`src/rtl/exc_seq_pkg.sv`:
```
package exc_seq_pkg;
  localparam logic [2:0] CLS_BUS   = 3'd2;
  localparam logic [2:0] CLS_ADDR  = 3'd3;
  localparam logic [2:0] CLS_ILL   = 3'd4;
  localparam logic [2:0] CLS_DIV0  = 3'd5;
  localparam logic [2:0] CLS_TRAPV = 3'd7;

  localparam logic [1:0] WK_PC_LO = 2'd0;
  localparam logic [1:0] WK_SR    = 2'd1;
  localparam logic [1:0] WK_PC_HI = 2'd2;

  typedef enum logic [1:0] {
    ST_IDLE = 2'd0,
    ST_PRE  = 2'd1,
    ST_WR   = 2'd2,
    ST_TAIL = 2'd3
  } seq_state_e;
endpackage

```
`src/rtl/exc_class_decode.sv`:
```
module exc_class_decode
  import exc_seq_pkg::*;
#(
  parameter int CW = 8
) (
  input  logic [2:0]    cls,
  input  logic          ext,
  output logic [CW-1:0] offset,
  output logic [CW-1:0] total
);
  always_comb begin
    case (cls)
      CLS_BUS:   offset = CW'(12);
      CLS_ADDR:  offset = CW'(8);
      CLS_TRAPV: offset = CW'(0);
      default:   offset = CW'(4);
    endcase
    case (cls)
      CLS_BUS:  total = ext ? CW'(134) : CW'(58);
      CLS_ADDR: total = ext ? CW'(130) : CW'(54);
      default:  total = ext ? CW'(38)  : CW'(34);
    endcase

    tail_room_chk: assert (total >= offset + CW'(4));
  end
endmodule

```
`src/rtl/exc_cycle_meter.sv`:
```
module exc_cycle_meter #(
  parameter int CW = 8,
  parameter int SW = 16
) (
  input  logic          clk,
  input  logic          rst_n,
  input  logic          start,
  input  logic          tick,
  input  logic          stall,
  input  logic          finish,
  output logic [CW-1:0] nominal,
  output logic [SW-1:0] stalls
);
  logic [CW-1:0] nom_cnt;
  logic [SW-1:0] stl_cnt;

  always_ff @(posedge clk) begin
    if (!rst_n) begin
      nom_cnt <= '0;
      stl_cnt <= '0;
      nominal <= '0;
      stalls  <= '0;
    end else begin
      if (start) begin
        nom_cnt <= '0;
        stl_cnt <= '0;
      end else begin
        if (tick)  nom_cnt <= nom_cnt + CW'(1);
        if (stall) stl_cnt <= stl_cnt + SW'(1);
      end
      if (finish) begin
        nominal <= nom_cnt + CW'(1);
        stalls  <= stl_cnt;
      end
    end
  end


  tick_stall_excl_chk: assert property (@(posedge clk) disable iff (!rst_n)
    !(tick && stall));
endmodule

```
`src/rtl/exc_entry_seq.sv`:
```
module exc_entry_seq
  import exc_seq_pkg::*;
#(
  parameter int AW = 32,
  parameter int CW = 8,
  parameter int SW = 16
) (
  input  logic          clk,
  input  logic          rst_n,
  input  logic          req_valid,
  input  logic [2:0]    req_class,
  input  logic          req_ext,
  input  logic [AW-1:0] req_sp,
  output logic          busy,
  output logic          wr_valid,
  input  logic          wr_ready,
  output logic [1:0]    wr_kind,
  output logic [AW-1:0] wr_addr,
  output logic          done,
  output logic [CW-1:0] nominal_cycles,
  output logic [SW-1:0] stall_cycles
);
  localparam logic [1:0] LAST_WR = WK_PC_HI;

  seq_state_e    state;
  logic [CW-1:0] cnt;
  logic [1:0]    widx;
  logic [AW-1:0] sp_q;
  logic [CW-1:0] tot_q;
  logic [CW-1:0] off_q;
  logic [CW-1:0] dec_off;
  logic [CW-1:0] dec_total;
  logic          accept;
  logic          stall_now;
  logic          tick_now;
  logic          finish_now;

  exc_class_decode #(.CW(CW)) u_decode (
    .cls    (req_class),
    .ext    (req_ext),
    .offset (dec_off),
    .total  (dec_total)
  );

  assign accept     = req_valid && (state == ST_IDLE);
  assign busy       = (state != ST_IDLE);
  assign wr_valid   = (state == ST_WR);
  assign wr_kind    = widx;
  assign wr_addr    = sp_q - AW'({widx + 2'd1, 1'b0});
  assign stall_now  = wr_valid && !wr_ready;
  assign tick_now   = busy && !stall_now;
  assign finish_now = (state == ST_TAIL) && (cnt == '0);

  always_ff @(posedge clk) begin
    if (!rst_n) begin
      state <= ST_IDLE;
      cnt   <= '0;
      widx  <= '0;
      sp_q  <= '0;
      tot_q <= '0;
      off_q <= '0;
      done  <= 1'b0;
    end else begin
      done <= 1'b0;
      case (state)
        ST_IDLE: if (accept) begin
          sp_q  <= req_sp;
          tot_q <= dec_total;
          off_q <= dec_off;
          widx  <= WK_PC_LO;
          if (dec_off == '0) begin
            state <= ST_WR;
          end else begin
            state <= ST_PRE;
            cnt   <= dec_off - CW'(1);
          end
        end
        ST_PRE: begin
          if (cnt == '0) state <= ST_WR;
          else           cnt   <= cnt - CW'(1);
        end
        ST_WR: if (wr_ready) begin
          if (widx == LAST_WR) begin
            state <= ST_TAIL;
            cnt   <= tot_q - off_q - CW'(4);
          end else begin
            widx <= widx + 2'd1;
          end
        end
        ST_TAIL: begin
          if (cnt == '0) begin
            state <= ST_IDLE;
            done  <= 1'b1;
          end else begin
            cnt <= cnt - CW'(1);
          end
        end
        default: state <= ST_IDLE;
      endcase
    end
  end

  exc_cycle_meter #(.CW(CW), .SW(SW)) u_meter (
    .clk     (clk),
    .rst_n   (rst_n),
    .start   (accept),
    .tick    (tick_now),
    .stall   (stall_now),
    .finish  (finish_now),
    .nominal (nominal_cycles),
    .stalls  (stall_cycles)
  );


  wr_hold_chk: assert property (@(posedge clk) disable iff (!rst_n)
    wr_valid && !wr_ready |=> wr_valid && $stable(wr_kind) && $stable(wr_addr));


  kind_step_chk: assert property (@(posedge clk) disable iff (!rst_n)
    $past(wr_valid && wr_ready) && wr_valid |-> wr_kind == $past(wr_kind) + 2'd1);


  done_after_busy_chk: assert property (@(posedge clk) disable iff (!rst_n)
    $fell(busy) |-> done);


  done_total_chk: assert property (@(posedge clk) disable iff (!rst_n)
    done |-> nominal_cycles == tot_q);


  hold_off_chk: assert property (@(posedge clk) disable iff (!rst_n)
    busy |=> $stable(sp_q) && $stable(tot_q));
endmodule

```
`config.mk`:
```
export PLATFORM = sky130hd
export DESIGN_NAME = exc_entry_seq
export DESIGN_NICKNAME = d
export VERILOG_FILES = /design/src/rtl/exc_seq_pkg.sv /design/src/rtl/exc_class_decode.sv /design/src/rtl/exc_cycle_meter.sv /design/src/rtl/exc_entry_seq.sv
export SDC_FILE = /design/constraint.sdc
export NUM_CORES = 1
export LEC_CHECK = 0
export ABC_AREA = 1
export BUFFER_PORTS_ARGS = -buffer_cell sky130_fd_sc_hd__buf_2
export CORE_ASPECT_RATIO = 1.1
export CORE_MARGIN = 2
export CORE_UTILIZATION = 55
export CTS_CLUSTER_DIAMETER = 200
export DETAILED_ROUTE_END_ITERATION = 16
export PLACE_DENSITY = 0.8
export SLEW_MARGIN = 10
export SYNTH_ARGS = -nofsm -noshare
export SYNTH_HDL_FRONTEND = slang
export SYNTH_SLANG_ARGS = --single-unit
export TNS_END_PERCENT = 50
```
`constraint.sdc`:
```
create_clock -name clk -period 2.3 [get_ports clk]
set_input_delay 0.115 -clock clk [delete_from_list [all_inputs] [get_ports clk]]
set_output_delay 0.115 -clock clk [all_outputs]
set_load 0.1 [all_outputs]
```
==> Word-level counts from Yosys, hierarchy flattened <==
Index checks and enable logic that the tools add are counted.
{ "classes": {"magnitude_cmp": 0, "div_mod_pow": 0, "n_reduce_logical": 18, "shifts": 0, "mux": 23, "n_eq_ne": 15, "add_sub_neg": 8, "n_bitwise": 1, "mul": 0} }
{ "op_table": {"columns": ["op", "n"], "rows": [
  ["$mux W8", 7],
  ["$sub A32 B3 Y32", 1],
  ["$pmux W8 S3", 1],
  ["$mux W2", 9],
  ["$add A16 B1 Y16 const B", 1],
  ["$logic_not A8 Y1", 2],
  ["$pmux W8 S2", 1],
  ["$sub A8 B1 Y8 const B", 2],
  ["$pmux W4 S3", 1],
  ["$ne A2 B2 Y1 const B", 5],
  ["$reduce_and A5 Y1", 2],
  ["$add A8 B1 Y8 const B", 1],
  ["$pmux W2 S4", 1],
  ["$sub A8 B3 Y8 const B", 1],
  ["$sub A8 B8 Y8", 1],
  ["$eq A2 B2 Y1 const B", 3],
  ["$eq A3 B2 Y1 const B", 2],
  ["$ne A2 B1 Y1 const B", 3],
  ["$logic_and A1 B1 Y1", 4],
  ["$pmux W2 S2", 1],
  ["$reduce_and A2 Y1", 2],
  ["$reduce_and A4 Y1", 1],
  ["$reduce_bool A2 Y1", 2],
  ["$reduce_or A2 Y1", 2],
  ["other kinds (8)", 9]
]} }
{ "totals": {"mem_count": 0, "ramBits": 0, "rom_bits": 0, "ff_bits": 109, "word_cells": 76, "latch_bits": 0} }

==> Logic depth before layout (Yosys ltp) <==
{ "logic_depth": {"ltp_word": 6, "mapped_depth": 13, "depth_no_buf": 13} }

==> Modules after synthesis <==
From an unflattened synthesis, not the netlist that was laid out.
{ "unflattened": {"hier_cells": 853, "hier_area_um2": 5990.7} }
{ "by_module_without_submodules": {"columns": ["module", "instances", "seq_area_each_um2", "area_each_um2", "cells_each"], "rows": [
  ["exc_entry_seq", 1, 1221.2, 3833.7, 556],
  ["exc_cycle_meter", 1, 960.9, 2020.7, 272],
  ["exc_class_decode", 1, 0.0, 136.4, 25]
]} }

==> Worst setup path before layout <==
Ideal clock, no wire load.
{ "synth_timing": {"path_type": "reg-to-output", "start": "register widx[0], in the netlist wr_kind[0]", "end": "output wr_addr[11]", "n_path_buf": 0, "slack_ps": -1866, "required_time_ps": 2185, "path_stages_with_launch": 7, "arrival_time_ps": 4051, "cell_sequence": "dfxtp_1 > inv_1 > ha_1 > fa_1 > nor4_2 > nand2_1 > xnor2_1"} }
{ "synth_via": {"elab_chain_cells": 2} }
{ "synth_rtl": {"columns": ["item", "line_no", "rtl"], "rows": [
  ["start: declaration", "exc_entry_seq.sv:27", "logic [1:0] widx;"],
  ["start signal: assignment", "exc_entry_seq.sv:87", "widx <= widx + 2'd1;"],
  ["$add A2 B1 Y2", "exc_entry_seq.sv:49", "assign wr_addr = sp_q - AW'({widx + 2'd1, 1'b0});"],
  ["$sub A32 B3 Y32", "exc_entry_seq.sv:49", null],
  ["end: declaration", "exc_entry_seq.sv:18", "output logic [AW-1:0] wr_addr,"]
]} }
No other way between the ends.

==> Worst setup path after layout <==
{ "layout_timing": {"start": "register widx[0], in the netlist wr_kind[0]", "end": "output wr_addr[29]"} }
The elaborated chain is that of the path after synthesis.

==> summary.txt <==
Clock network
  – Clk root buf: clkbuf_8
  – Clock Sinks: 101
  – Clk_lat worst skew: 380 ps
  – CTS tree: yes
  – Clk buf depth: 2
  – H-Tree Level Count: 3
  – Clk slew on worst S/H paths: 110 ps
  – Number of buffers created by CTS: 9

Timing
  – Tmin final: 2588 ps
  – Final Worst Setup Slack: -287.9 ps
  – Unrepaired setup endpoints after global routing: yes
  – Fin Clk Skew: 17.13 ps
  – Final setup fails: 26
  – Final setup TNS: -4885 ps
  – Post-route clock period utilization: 112.5%
  – Fin. Hold Viols: 0
  – Worst slew pin tran: 595.9 ps
  – Max Freq: 386.4 MHz
  – Slew headroom: 60.27%
  – Fin. max-slew vios: 0

Layout
  – Fraction of layout instances using a drive strength above 1: 27.63%
  – Synthesis-to-layout area growth: 40.68%
  – # diodes: 0
  – Net count, final: 905
  – Finished Layout Cells: 971

Power and ir drop
  – Switching Fraction: 54.43%
  – Power density over the cells: 1426 nW/um^2
  – Peak VDD IR: 0.7819 mV
  – Logic gate share of total power: 66.2%
  – Clock power share: 10.2%
  – Pwr Total: 10.36 mW
  – Leak: 3.157 nW
  – Flop pwr share: 23.6%
  – Int Pwr: 4.721 mW
  – Sw power: 5.638 mW

Status
  – Failing checks: negative setup slack
  – Status: complete, but fails checks

Yosys
  – Seq/Total Area, Yosys: 39.16%
  – Top cell type's share of synthesized area: 39.16%
  – Yosys cell types: 37
  – Synth top cells by count: nor2_1, dfxtp_1, nand2_1, o21ai_0, inv_1
  – Post-synth EDFFs: 0
  – Count leader, synth: nor2_1
  – Synth Net Count: 780
  – Largest family of logic cells by synthesized area: simple AND/OR/NAND/NOR gates
  – Simple-Gate Fraction of Synth Area: 25.85%
  – Synth Flop Type: dfxtp_1
  – Ys async rst share: 0%
  – Cells after Synth: 724
  – Yosys reg bits: 101
  – Post-Synth XOR/XNOR Area: 6.106%
  – Synthesized-area fraction occupied by adder cells: 4.022%
  – Mux cell area share after synthesis: 0%
  – Syn Area/Cell: 7.132 um^2
  – Synth Cell Area: 5164 um^2
  – Area leader, netlist: dfxtp_1
  – Area contributors post-synth: dfxtp_1, nor2_1, o21ai_0, nand2_1, a21oi_1
  – Synth warnings: 0
  – Complex-gate fraction of the synthesized area: 16.28%

Worst setup path
  – CP Cell Sequence: inv_4 -> ha_4 -> fa_2 -> nor2_4 -> nand2_2 -> nor2_4 -> nand2_4 -> nor2_4 -> xor2_4 -> buf_12
  – R2r worst-path depth: 12
  – Crit-path leading delay family: adder cells
  – Crit path to: wr_addr[29]
  – Slack of the worst reg-to-reg path: 390 ps
  – WS Path Type: reg -> out
  – WP data arrival: 2470 ps
  – CP endpoint kind: output port
  – Worst path max stage delay: 390 ps
  – Crit-path max FO: 3
  – RR Endpoint: cnt[4]
  – CP startpoint: wr_kind[0]
  – Critical Path Stages: 10
  – Number of buffer and inverter stages on the critical path: 2
  – RR Startpoint: state[1]
  – Startpoint Class: register
  – Worst Path Required: 2180 ps
  – Crit path top cell by count: nor2_4
  – Max stage delay cell, worst path: fa_2

Worst hold path
  – Hold Crit Depth: 3
  – Hold WC Path Type: in -> reg

Placed design
  – RePlAce Congestion: 0.9052
  – Pre-CTS setup slack: 65.24 ps
  – Post-DP HPWL: 10.12 mm
  – Placed Instances: 932
  – IO buf count: 100

Die
  – Height of the die: 105.6 um
  – IO Count: 101
  – Core area: 9259 um^2
  – Cell row count: 37
  – Initial Util: 55.77%
  – Die footprint: 10180 um^2
  – Die width: 96.39 um

Global route
  – Largest net degree at the start of global routing: 68
  – Total Routing Usage GR: 27.82%
  – Vias in the first global route: 5043
  – First-pass GRT wire length: 22.50 mm
  – Gr ovfl total: 0
  – Initial antenna violation count: 0

Routing
  – WL/cell: 14.37 um
  – Routed WL: 13.95 mm
  – Post-detailed-route count of antenna-violating nets: 0
  – First-pass DRT Iterations: 5
  – Iter 0 DRT Violations: 308
  – # DRC: 0
  – Vias per cell: 5.425
  – DR vias: 5268

Flow run
  – MaxCap Viol Count: 0
## worst register-to-register path, cell delays in order, from the launching register on
cell	delay, ps
dfxtp_1	390
inv_1	80
ha_1	220
inv_1	60
nand2_1	220
nand2_1	170
ha_1	170
nand2_1	80
inv_1	110
nand2_1	60
nand2_1	50
nand3_1	70
a21oi_1	150
## how the worst min path moves through the flow
stage | to | startpoint | slack [ps]
after detailed placement | tot_q[3] | req_class[0] | 340
after CTS | sp_q[4] | req_sp[4] | 2
final | sp_q[26] | req_sp[26] | 9
after global placement | tot_q[3] | req_class[0] | 330
after floorplan | tot_q[3] | req_class[0] | 220
after global routing | sp_q[4] | req_sp[4] | -9
## final cells by class
cell class / instances / area [um^2]
clock buffer: 9 / 123.9
clock inverter: 7 / 55.05
fill: 624 / 1994
inverter: 87 / 329.1
multi-input combinational: 512 / 3323
sequential: 101 / 2029
tap: 117 / 146.4
timing repair buffer: 138 / 1257
## cell usage in the layout (no fill, tap or decap), types with 4 or more instances in the layout
cell type,n
nor3_2,5
xor2_2,6
o21ai_1,5
inv_2,7
nand2_4,8
ha_1,12
nand4_1,4
nor2_1,117
nor3_1,10
xor2_1,6
buf_12,27
dlygate4sd3_1,8
nor2_4,11
nand2_2,7
dfxtp_1,99
nand2_1,85
inv_1,78
a21oi_1,66
xor2_4,16
buf_6,11
nor2_2,8
clkbuf_8,9
o21ai_0,84
nand3_1,27
buf_2,71
a211oi_1,4
buf_4,21
## cells by family after synthesis
family | after synthesis
adder cells (fa/ha/maj) | 16
XOR/XNOR | 36
flip-flops | 101
buffers and inverters | 111
AND/OR/NAND/NOR | 296
AO/OA/AOI/OAI | 164
## flip-flops by register name, summed over array words and instances (netlist names), 6 cells and up
register,count
u_meter.nominal,8
u_meter.nom_cnt,8
tot_q,6
sp_q,32
cnt,8
u_meter.stalls,16
u_meter.stl_cnt,16
## routing by layer
layer  vias to the layer above  GRT usage, %  part of all wire, %
li1                       2590             -                    -
met1                      2459         32.54                   39
met2                       178         48.76                   53
met3                        41         5.075                  5.2
met4                         0         12.07                  2.9
met5                         -             0                    0
## stage by stage
stage | util [%] | instance area (um^2) | hold WS, ps
after floorplan | - | 5710 | 220.4
after global placement | 72.35 | 6699 | 330.2
after detailed placement | 72.35 | 6699 | 340.4
after CTS | 76.64 | 7096 | 2.363
after global routing | 78.46 | 7264 | -8.558
final | 78.46 | 7264 | 8.598
## power by group through the flow
stage	clock, mW	sequential, mW	combinational, mW
final	1.05	2.44	6.86
after detailed placement	0	2.47	6.27
after CTS	1.07	2.43	6.49
after global placement	0	2.45	6.14
after global routing	1.15	2.49	7.23
after floorplan	0	2.56	4.60
## repair_timing
action                                  CTS  global route
hold buffers                              8             0
resized for setup                        20            24
gates cloned                              0             0
pin swaps                                13             9
buffers inserted                          6             9
endpoints found under the setup margin   26            29
hold endpoints to repair                  8             0
Note: power is estimated with default switching activity, not from simulation.
